$ cat src/rtl/spi_nvm_pkg.sv
package spi_nvm_pkg;
    localparam logic [7:0] OPC_READ  = 8'h03;
    localparam logic [7:0] OPC_WRITE = 8'h02;
    localparam logic [7:0] OPC_STAT  = 8'h05;
    localparam logic [7:0] OPC_ARM   = 8'h06;

    typedef enum logic [3:0] {
        PH_IDLE, PH_OPC, PH_ARMED, PH_ADDR, PH_WDATA,
        PH_WFULL, PH_RDATA, PH_STAT, PH_SKIP
    } phase_e;
endpackage

$ cat src/rtl/spi_nvm_insync.sv
module spi_nvm_insync (
    input  logic clk,
    input  logic rst_n,
    input  logic cs_n,
    input  logic sck,
    input  logic mosi,
    output logic cs_low,
    output logic cs_fall,
    output logic cs_rise,
    output logic sck_rise,
    output logic sck_fall,
    output logic mosi_s
);
    logic [2:0] cs_q, cs_d;
    logic [2:0] sck_q, sck_d;
    logic [1:0] mosi_q, mosi_d;

    always_comb begin
        cs_d   = {cs_q[1:0], cs_n};
        sck_d  = {sck_q[1:0], sck};
        mosi_d = {mosi_q[0], mosi};
    end

    always_ff @(posedge clk or negedge rst_n) begin
        if (!rst_n) begin
            cs_q   <= 3'b111;
            sck_q  <= 3'b000;
            mosi_q <= 2'b00;
        end else begin
            cs_q   <= cs_d;
            sck_q  <= sck_d;
            mosi_q <= mosi_d;
        end
    end

    assign cs_low   = ~cs_q[1];
    assign cs_fall  = ~cs_q[1] &  cs_q[2];
    assign cs_rise  =  cs_q[1] & ~cs_q[2];
    assign sck_rise =  sck_q[1] & ~sck_q[2];
    assign sck_fall = ~sck_q[1] &  sck_q[2];
    assign mosi_s   = mosi_q[1];
endmodule

$ cat src/rtl/spi_nvm_bytearray.sv
module spi_nvm_bytearray #(
    parameter int ADDR_W = 6,
    parameter int DATA_W = 8
) (
    input  logic              clk,
    input  logic              rst_n,
    input  logic              we,
    input  logic [ADDR_W-1:0] waddr,
    input  logic [DATA_W-1:0] wdata,
    input  logic [ADDR_W-1:0] raddr,
    output logic [DATA_W-1:0] rdata
);
    localparam int DEPTH = 1 << ADDR_W;
    logic [DATA_W-1:0] mem_q [DEPTH];

    always_ff @(posedge clk or negedge rst_n) begin
        if (!rst_n) begin
            for (int i = 0; i < DEPTH; i++) mem_q[i] <= '1;
        end else if (we) begin
            mem_q[waddr] <= wdata;
        end
    end

    assign rdata = mem_q[raddr];
endmodule

$ cat src/rtl/spi_nvm_progtimer.sv
module spi_nvm_progtimer #(
    parameter int PROG_CYCLES = 5000
) (
    input  logic clk,
    input  logic rst_n,
    input  logic start,
    output logic busy,
    output logic done
);
    localparam int CW = $clog2(PROG_CYCLES + 1);
    localparam logic [CW-1:0] LOAD = CW'(PROG_CYCLES);
    logic [CW-1:0] cnt_q, cnt_d;

    always_comb begin
        cnt_d = cnt_q;
        if (start)            cnt_d = LOAD;
        else if (cnt_q != '0) cnt_d = cnt_q - 1'b1;
    end

    always_ff @(posedge clk or negedge rst_n) begin
        if (!rst_n) cnt_q <= '0;
        else        cnt_q <= cnt_d;
    end

    assign busy = (cnt_q != '0);
    assign done = (cnt_q == CW'(1));

    AST_NO_RESTART_WHILE_BUSY: assert property (@(posedge clk) disable iff (!rst_n)
        start |-> !busy);
endmodule

$ cat src/rtl/spi_nvm_slave.sv
module spi_nvm_slave
    import spi_nvm_pkg::*;
#(
    parameter int ADDR_W      = 6,
    parameter int PROG_CYCLES = 5000
) (
    input  logic       clk,
    input  logic       rst_n,
    input  logic       cs_n,
    input  logic       sck,
    input  logic       mosi,
    input  logic [1:0] prot_level,
    output logic       miso,
    output logic       miso_oe
);
    typedef struct packed {
        phase_e            ph;
        logic [3:0]        cnt;
        logic [7:0]        opc;
        logic [ADDR_W-1:0] addr;
        logic [7:0]        wdat;
        logic [7:0]        tx;
        logic [2:0]        rcnt;
        logic              sdo;
        logic              wel;
        logic [ADDR_W-1:0] paddr;
        logic [7:0]        pdat;
    } ctl_t;

    ctl_t st_q, st_d;

    logic cs_low, cs_fall, cs_rise, sck_rise, sck_fall, mosi_s;
    logic busy, tmr_done, start;
    logic [ADDR_W-1:0] raddr, addr_shift;
    logic [7:0] rdata, status;
    logic [7:0] opc_full;
    logic prot_hit;

    spi_nvm_insync i_sync (
        .clk(clk), .rst_n(rst_n), .cs_n(cs_n), .sck(sck), .mosi(mosi),
        .cs_low(cs_low), .cs_fall(cs_fall), .cs_rise(cs_rise),
        .sck_rise(sck_rise), .sck_fall(sck_fall), .mosi_s(mosi_s)
    );

    spi_nvm_progtimer #(.PROG_CYCLES(PROG_CYCLES)) i_tmr (
        .clk(clk), .rst_n(rst_n), .start(start), .busy(busy), .done(tmr_done)
    );

    spi_nvm_bytearray #(.ADDR_W(ADDR_W), .DATA_W(8)) i_arr (
        .clk(clk), .rst_n(rst_n), .we(tmr_done), .waddr(st_q.paddr),
        .wdata(st_q.pdat), .raddr(raddr), .rdata(rdata)
    );

    // Protected region: level 1 top quarter, 2 top half, 3 everything.
    always_comb begin
        unique case (prot_level)
            2'd0:    prot_hit = 1'b0;
            2'd1:    prot_hit = &st_q.addr[ADDR_W-1 -: 2];
            2'd2:    prot_hit = st_q.addr[ADDR_W-1];
            default: prot_hit = 1'b1;
        endcase
    end

    assign status     = {4'b0000, prot_level, st_q.wel, busy};
    assign addr_shift = {st_q.addr[ADDR_W-2:0], mosi_s};
    assign opc_full   = {st_q.opc[6:0], mosi_s};
    assign raddr      = (st_q.ph == PH_ADDR) ? addr_shift : st_q.addr + 1'b1;

    always_comb begin
        st_d  = st_q;
        start = 1'b0;
        if (cs_fall) begin
            st_d.ph  = PH_OPC;
            st_d.cnt = '0;
        end else if (cs_rise) begin
            if (st_q.ph == PH_ARMED) begin
                st_d.wel = 1'b1;
            end else if (st_q.ph == PH_WFULL && st_q.wel) begin
                if (prot_hit) begin
                    st_d.wel = 1'b0;
                end else begin
                    start      = 1'b1;
                    st_d.paddr = st_q.addr;
                    st_d.pdat  = st_q.wdat;
                end
            end
            st_d.ph = PH_IDLE;
        end else if (cs_low && sck_rise) begin
            unique case (st_q.ph)
                PH_OPC: begin
                    st_d.opc = opc_full;
                    st_d.cnt = st_q.cnt + 1'b1;
                    if (st_q.cnt == 4'd7) begin
                        st_d.cnt  = '0;
                        st_d.rcnt = '0;
                        if (busy && opc_full != OPC_STAT) st_d.ph = PH_SKIP;
                        else begin
                            unique case (opc_full)
                                OPC_STAT:  begin st_d.ph = PH_STAT; st_d.tx = status; end
                                OPC_READ:  st_d.ph = PH_ADDR;
                                OPC_WRITE: st_d.ph = PH_ADDR;
                                OPC_ARM:   st_d.ph = PH_ARMED;
                                default:   st_d.ph = PH_SKIP;
                            endcase
                        end
                    end
                end
                PH_ARMED: st_d.ph = PH_SKIP;
                PH_ADDR: begin
                    st_d.addr = addr_shift;
                    st_d.cnt  = st_q.cnt + 1'b1;
                    if (st_q.cnt == 4'd15) begin
                        st_d.cnt = '0;
                        if (st_q.opc == OPC_READ) begin
                            st_d.ph = PH_RDATA;
                            st_d.tx = rdata;
                        end else begin
                            st_d.ph = PH_WDATA;
                        end
                    end
                end
                PH_WDATA: begin
                    st_d.wdat = {st_q.wdat[6:0], mosi_s};
                    st_d.cnt  = st_q.cnt + 1'b1;
                    if (st_q.cnt == 4'd7) st_d.ph = PH_WFULL;
                end
                PH_RDATA: begin
                    st_d.rcnt = st_q.rcnt + 1'b1;
                    if (st_q.rcnt == 3'd7) begin
                        st_d.addr = st_q.addr + 1'b1;
                        st_d.tx   = rdata;
                    end
                end
                PH_STAT: begin
                    st_d.rcnt = st_q.rcnt + 1'b1;
                    if (st_q.rcnt == 3'd7) st_d.tx = status;
                end
                default: ;
            endcase
        end else if (cs_low && sck_fall &&
                     (st_q.ph == PH_RDATA || st_q.ph == PH_STAT)) begin
            st_d.sdo = st_q.tx[3'd7 - st_q.rcnt];
        end
        if (tmr_done) st_d.wel = 1'b0;
    end

    always_ff @(posedge clk or negedge rst_n) begin
        if (!rst_n) begin
            st_q    <= '0;
            st_q.ph <= PH_IDLE;
        end else begin
            st_q <= st_d;
        end
    end

    assign miso    = st_q.sdo;
    assign miso_oe = cs_low && (st_q.ph == PH_RDATA || st_q.ph == PH_STAT);

    AST_START_NEEDS_LATCH: assert property (@(posedge clk) disable iff (!rst_n)
        start |-> st_q.wel);
    AST_LATCH_ARMS_ON_DESELECT: assert property (@(posedge clk) disable iff (!rst_n)
        $rose(st_q.wel) |-> $past(cs_rise));
    AST_DONE_CLEARS_LATCH: assert property (@(posedge clk) disable iff (!rst_n)
        tmr_done |=> !st_q.wel);
    AST_STORE_ONLY_AFTER_BUSY: assert property (@(posedge clk) disable iff (!rst_n)
        tmr_done |-> $past(busy));
    AST_NO_OUTPUT_WHEN_DESELECTED: assert property (@(posedge clk) disable iff (!rst_n)
        cs_rise |=> !miso_oe);
endmodule

$ cat config.mk
export PLATFORM = sky130hd
export DESIGN_NAME = spi_nvm_slave
export DESIGN_NICKNAME = d
export VERILOG_FILES = /design/src/rtl/spi_nvm_pkg.sv /design/src/rtl/spi_nvm_insync.sv /design/src/rtl/spi_nvm_bytearray.sv /design/src/rtl/spi_nvm_progtimer.sv /design/src/rtl/spi_nvm_slave.sv
export SDC_FILE = /design/constraint.sdc
export NUM_CORES = 1
export LEC_CHECK = 0
export BUFFER_PORTS_ARGS = -buffer_cell sky130_fd_sc_hd__buf_4
export CORE_AREA = 2 2 249 251
export DETAILED_ROUTE_END_ITERATION = 6
export DIE_AREA = 0 0 251 253
export PLACE_DENSITY = 0.75
export SETUP_SLACK_MARGIN = 0.1
export SKIP_CTS_REPAIR_TIMING = 1
export SYNTH_ARGS = -nofsm -noshare
export SYNTH_HDL_FRONTEND = slang
export SYNTH_SLANG_ARGS = --single-unit
$ cat constraint.sdc
create_clock -name clk -period 9.6 [get_ports clk]
set_clock_uncertainty 0.1 [all_clocks]
set_input_delay 0.48 -clock clk [delete_from_list [all_inputs] [get_ports clk]]
set_output_delay 0.48 -clock clk [all_outputs]
set_load 0.02 [all_outputs]
After elaboration in Yosys (flattened, before gate mapping)
Index checks and enable logic that the tools add are counted.
Word-level totals
  register bits: 590
  latch bits: 0
  input port bits: 7
  bits in read-only memories: 0
  bits in writable memories: 0
  memories kept: 0
Operators by class
  divide/modulo/power cells: 0
  bitwise gates (word level): 15
  reduce and logical (&&, ||, !) cells: 34
  shift-type cells: 0
  add/sub/neg operators: 5
  order comparisons: 4
  multiply operators: 0
  muxes and demuxes: 52
  equal/unequal tests: 31
Operator list (number)
  $bwmux W512: 1
  $mux W8: 14
  $bmux W8 S6: 1
  $demux W8 S6: 1
  $mux W15: 3
  $mux W41: 1
  $mux W38: 1
  $pmux W8 S4: 1
  $mux W14: 2
  $mux W13: 2
  $eq A8 B2 Y1 const B: 3
  $pmux W4 S3: 2
  $eq A4 B3 Y1 const B: 5
  $reduce_and A5 Y1: 4
  $eq A8 B3 Y1 const B: 2
  $pmux W4 S4: 1
  $reduce_and A4 Y1: 4
  $ge A7 B7 Y1 const B: 2
  $not A6 Y7: 2
  $eq A13 B1 Y1 const B: 1
  $reduce_bool A13 Y1: 1
  $sub A13 B1 Y13 const B: 1
  $mux W4: 3
  $mux W6: 2
  37 further kinds: 81

Depth between registers and ports, before layout
  depth in word-level cells: 12
  mapped depth: 13
  gate-level depth less buffers: 9

Modules after synthesis
From an unflattened synthesis, not the netlist that was laid out.
Unflattened totals
  cells, all modules: 1878
  area total of the unflattened synthesis: 28376.0 µm²
Modules (own cells, without submodules)
  spi_nvm_bytearray: times used 1, cells an instance 1499, area an instance 24237.0 µm²
  spi_nvm_slave: times used 1, cells an instance 290, area an instance 3159.3 µm²
  spi_nvm_progtimer: times used 1, cells an instance 76, area an instance 742.0 µm²
  spi_nvm_insync: times used 1, cells an instance 13, area an instance 237.7 µm²

Least setup slack after synthesis
No wires, ideal clock.
  path kind: flip-flop to flip-flop
  start point: register st_q (netlist bit addr_shift[2])
  end point: register st_q[25] (netlist name)
  setup time: 0.130 ns
  data required time: 9.370 ns
  slack: 6.410 ns
  buffers on the path: 3
  cell stages (with the launch flop): 11
  data arrival time: 2.961 ns
  cells stage by stage: dfrtp_1 ha_1 clkbuf_1 clkinv_1 mux2i_1 clkbuf_1 buf_1 mux2i_1 mux2i_1 a32oi_1 nand3_1
On the way
  cells in the longest elaborated chain, start to end: 9
  elaborated cells on any way between the ends: 10
  those cells by class: add/sub: 1; mux: 8; bitwise: 1
Ends and longest elaborated chain
  from (decl): line spi_nvm_slave.sv:30  | ctl_t st_q, st_d;
  from (signal assigned): line spi_nvm_slave.sv:152  | st_q <= st_d;
  $add A6 B1 Y6: line spi_nvm_slave.sv:67  | assign raddr = (st_q.ph == PH_ADDR) ? addr_shift : st_q.addr + 1'b1;
  $mux W6 (*): line spi_nvm_slave.sv:67
  $not A6 Y7 (implied by the code) (*): line spi_nvm_bytearray.sv:24  | assign rdata = mem_q[raddr];
  $bmux W8 S6 (*): line spi_nvm_bytearray.sv:24
  $mux W8 (implied by the code) (*) (2 in series): line spi_nvm_bytearray.sv:24
  $mux W8: line spi_nvm_slave.sv:114  | if (st_q.opc == OPC_READ) begin
  $mux W8: line spi_nvm_slave.sv:112  | if (st_q.cnt == 4'd15) begin
  $pmux W8 S4 (*): line spi_nvm_slave.sv:89  | unique case (st_q.ph)
Mark *: on every way between the ends. The rest lies on a longest branch, timed or not. The select of a mux whose other input is x is not followed.
A chain may end at the register's enable or synchronous reset.

Final worst setup path
  start point: register st_q[54] (netlist name)
  end point: register st_q[19] (netlist name)
On the way
  cells in the longest elaborated chain, start to end: 9
  elaborated cells on any way between the ends: 22
  those cells by class: eq/ne: 11; mux: 8; bitwise: 1; reduce/logical: 2
Ends and longest elaborated chain (line)
  $eq A4 B2 Y1: spi_nvm_slave.sv:67, spi_nvm_slave.sv:89
  $mux W6: spi_nvm_slave.sv:67
  $not A6 Y7 (implied by the code): spi_nvm_bytearray.sv:24
  $bmux W8 S6: spi_nvm_bytearray.sv:24
  $mux W8 (implied by the code) (2 in series): spi_nvm_bytearray.sv:24
  $mux W8: spi_nvm_slave.sv:114
  $mux W8: spi_nvm_slave.sv:112
  $pmux W8 S4: spi_nvm_slave.sv:89
Parallel ways exist; a longest one is shown, timed or not. The select of a mux whose other input is x is not followed.

==> results.sh <==
export IMPL_status="finished, violations left"
export IMPL_violations_in_the_final_reports="design-rule violations"
export IMPL_cp_data_arrival_time_ns=5.48
export IMPL_crit_path_end_kind="flop"
export IMPL_final_period_utilization=0.5310
export IMPL_grt_remaining_overflow=0
export IMPL_timing_final_setup_violations=0
export IMPL_final_hold_viol_count=0
export IMPL_first_global_vias=20810
export IMPL_worst_path_buf_inv=2
export IMPL_htree_levels=3
export IMPL_core_region_area_um2=61030
export IMPL_timing_max_transition_violations_final=0
export IMPL_critical_path_reg2reg_startpoint="st_q[54]$_DFFE_PN0P_"
export IMPL_holdPathStages=0
export IMPL_final_layout_size_suffix_gt1_frac=0.5922
export IMPL_filler_cell_count=4903
export IMPL_hold_path_startpoint="i_sync.mosi_q[0]$_DFF_PN0_"
export IMPL_max_freq_mhz=196.2
export IMPL_path_max_fanout=61
export IMPL_setup_ws_ns=4.503
export IMPL_drc=2
export IMPL_vdd_ir_drop_max_mv=0.1325
export IMPL_dp_cells=2965
export IMPL_antenna_violations_before_repair=0
export IMPL_synth_cell_type_count=75
export IMPL_critical_path_top_delay_family="compound AO/OA/AOI/OAI gates"
export IMPL_cellPowerDensity_nw_per_um2=154.4
export IMPL_post_place_ws_ns=4.787
export IMPL_min_path_type="reg -> reg"
export IMPL_synth_seq_cells=590
export IMPL_core_rowCount=91
export IMPL_drt_iter0_drc=2012
export IMPL_criticalPathCategory="reg -> reg"
export IMPL_timing_reg2reg_setup_slack_ns=4.50
export IMPL_grt_pass1_wl_mm=129.0
export IMPL_yosysSeqAreaShare=0.5130
export IMPL_ant_nets=0
export IMPL_ios=9
export IMPL_postLayoutCellArea_um2=33020
export IMPL_synthDominantCellAreaShare=0.4505
export IMPL_ys_top_cells_by_area="dfstp_2 (45%), mux2_2 (21%), mux4_2 (7.2%), dfrtp_1 (6.2%), nand2_1 (2.2%)"
export IMPL_rr_endpoint="st_q[19]$_DFFE_PN0P_"
export IMPL_postSynthAreaPerCell_um2=13.04
export IMPL_detailed_place_area_um2=30830
export IMPL_layout_area_overhead_vs_synth_pct=9.931
export IMPL_least_margin_pin_slew_ns=1.306
export IMPL_timing_final_crit_period_ns=5.097
export IMPL_dr_pass1_iters=7
export IMPL_port_buffers=8
export IMPL_maxCapViolCount=0
export IMPL_worst_rel_slew_slack=0.1263
export IMPL_initial_core_util=0.4921
export IMPL_finish_net_count=2263
export IMPL_worst_hold_path_endpoint="i_sync.mosi_q[1]$_DFF_PN0_"
export IMPL_die_y_um=253
export IMPL_finalSetupTns_ns=0
export IMPL_hold_slack_ns=0.2529
export IMPL_syn_nets=2319
export IMPL_worstRegToRegCells=9
export IMPL_wl_per_cell_um=27.14
export IMPL_final_core_utilization=0.5410
export IMPL_synth_ff_type="dfstp_2"
export IMPL_grt_max_degree=191
export IMPL_post_layout_nonfiller_instances=3085
export IMPL_cts_buffers_inserted=66
export IMPL_dieArea_um2=63500
export IMPL_cell_area_after_synthesis_um2=30040
export IMPL_clk_pin_slew_worst_paths_ns=0.06
export IMPL_dp_hpwl_mm=52.77
export IMPL_synthArstFlopShare=1.000
export IMPL_critical_path_max_stage_delay_ns=0.67
export IMPL_routed_wl_mm=83.72
export IMPL_total_leakage_power_nw=13.04
export IMPL_die_width_um=251
export IMPL_design_power_total_mw=5.099
export IMPL_gp_congestion=0.9925
export IMPL_crit_path_frequent_cell="buf_4"
export IMPL_cts_tree="done"
export IMPL_synth_edff_count=0
export IMPL_path_cells="nand4bb_4 -> buf_4 -> mux2_2 -> buf_4 -> o221ai_1 -> o311a_1 -> a211oi_1 -> a2111oi_0 -> o311ai_0"
export IMPL_synth_warning_count=0
export IMPL_cts_root_buf="clkbuf_16"
export IMPL_max_clock_path_buffers=3
export IMPL_insertedDiodeCount=0
export IMPL_slowest_stage="dfrtp_1"
export IMPL_drt_vias_per_instance=6.604
export IMPL_unrepaired_setup_endpoints_after_global_routing="no"
export IMPL_synthDominantAreaCellType="dfstp_2"
export IMPL_clock_latency_ns=0.61
export IMPL_detailroute_via_count=20370
export IMPL_grt_util_all_layers=0.2661
export IMPL_synthesis_instances=2303
export IMPL_numClockSinks=590
export IMPL_worstPathRequired_ns=9.99
export IMPL_setup_worst_path_start_class="flop"
## worst max-delay path by stage
stage	from	end	slack, ns	cells past startpoint
floorplan	addr_shift[2]$_DFFE_PN0P_	st_q[25]$_DFFE_PN0P_	6.41	10
global placement	st_q[54]$_DFFE_PN0P_	st_q[19]$_DFFE_PN0P_	4.88	8
detailed placement	st_q[54]$_DFFE_PN0P_	st_q[19]$_DFFE_PN0P_	4.79	8
CTS	st_q[54]$_DFFE_PN0P_	st_q[19]$_DFFE_PN0P_	4.80	9
global route	st_q[54]$_DFFE_PN0P_	st_q[19]$_DFFE_PN0P_	4.56	9
finish	st_q[54]$_DFFE_PN0P_	st_q[19]$_DFFE_PN0P_	4.50	9
## Yosys cell counts (9+ instances only)
master	number
nand2b_1	9
nor2b_1	10
o211ai_1	25
o221ai_1	29
mux2i_1	65
a21oi_1	53
mux4_2	96
nor3_1	40
dfstp_2	515
nand3_1	45
nor2_1	72
a22o_1	13
inv_1	13
ha_1	9
or3_1	13
mux2_2	563
or4_1	11
clkbuf_1	132
buf_1	23
o21ai_0	48
a211oi_1	22
buf_2	19
o22ai_1	24
dfrtp_1	75
and3_1	12
nand2_1	175
## cell usage in the layout (no fill, tap or decap), drive strengths merged, types with 8 or more instances in the layout
cell,n
o221ai,29
nor2b,10
nand2,183
o21ai,50
o211ai,25
or3,13
nand2b,9
mux2i,65
mux2,564
and3,12
clkbuf,103
clkinv,11
nor2,75
dfstp,515
or4,11
buf,46
nand3b,8
o32ai,8
o22ai,24
a211oi,22
nor3,42
mux4,96
inv,16
nand3,45
a22o,13
dfrtp,75
ha,9
a21oi,53
## cell families after synthesis
family	count (synthesis)	share of synthesized area
muxes	725	0.3051
DFF	590	0.5130
and+or+nand+nor	450	0.07224
AOI/OAI and AO/OA	327	0.07786
buffers and inverters	190	0.02454
xor gates and xnor gates	12	0.003499
adders and majority gates	9	0.003749
## layout make-up
type / count / area (um^2) / area share
clock buffer: 103 / 2044 / 0.06192
clock inverter: 13 / 105.1 / 0.003183
inverter: 16 / 60.06 / 0.001819
multi-input combinational: 1523 / 13980 / 0.4233
sequential: 590 / 15430 / 0.4672
tap: 790 / 988.4 / 0.02994
timing repair buffer: 50 / 417.9 / 0.01266
## flip-flops by register name, summed over array words and instances (netlist names)
| name | flops |
|---|---|
| addr_shift | 5 |
| miso | 1 |
| i_tmr.cnt_q | 13 |
| i_sync.cs_q | 3 |
| i_sync.sck_q | 3 |
| opc_full | 7 |
| i_sync.mosi_q | 2 |
| st_q | 44 |
| i_arr.mem_q | 512 |
## worst register-to-register path: cells and delay by family (launching register included)
family                 cells  cell delay (ns)
AO/OA/AOI/OAI              5             1.90
buffers and inverters      2             1.33
flip-flops                 1             0.67
AND/OR/NAND/NOR            1             0.60
multiplexers               1             0.41
## layer usage
metal	part of all wire	global-route usage	vias to the layer above	wire length (um)
li1	-	-	8543	-
met1	0.41	0.3529	10630	34290
met2	0.46	0.4128	975	38460
met3	0.083	0.06435	225	6910
met4	0.049	0.1265	0	4063
met5	0	0	-	0
## where the power goes
part,internal [mW],switching [mW],total (mW),leakage [nW]
Combinational,0.0156,0.0664,0.0820,5.72
Sequential,2.50,0.0103,2.51,6.26
Clock,1.49,1.01,2.50,1.06
Total,4.01,1.09,5.10,13.0
No activity file was read; power rests on OpenSTA's default activity.
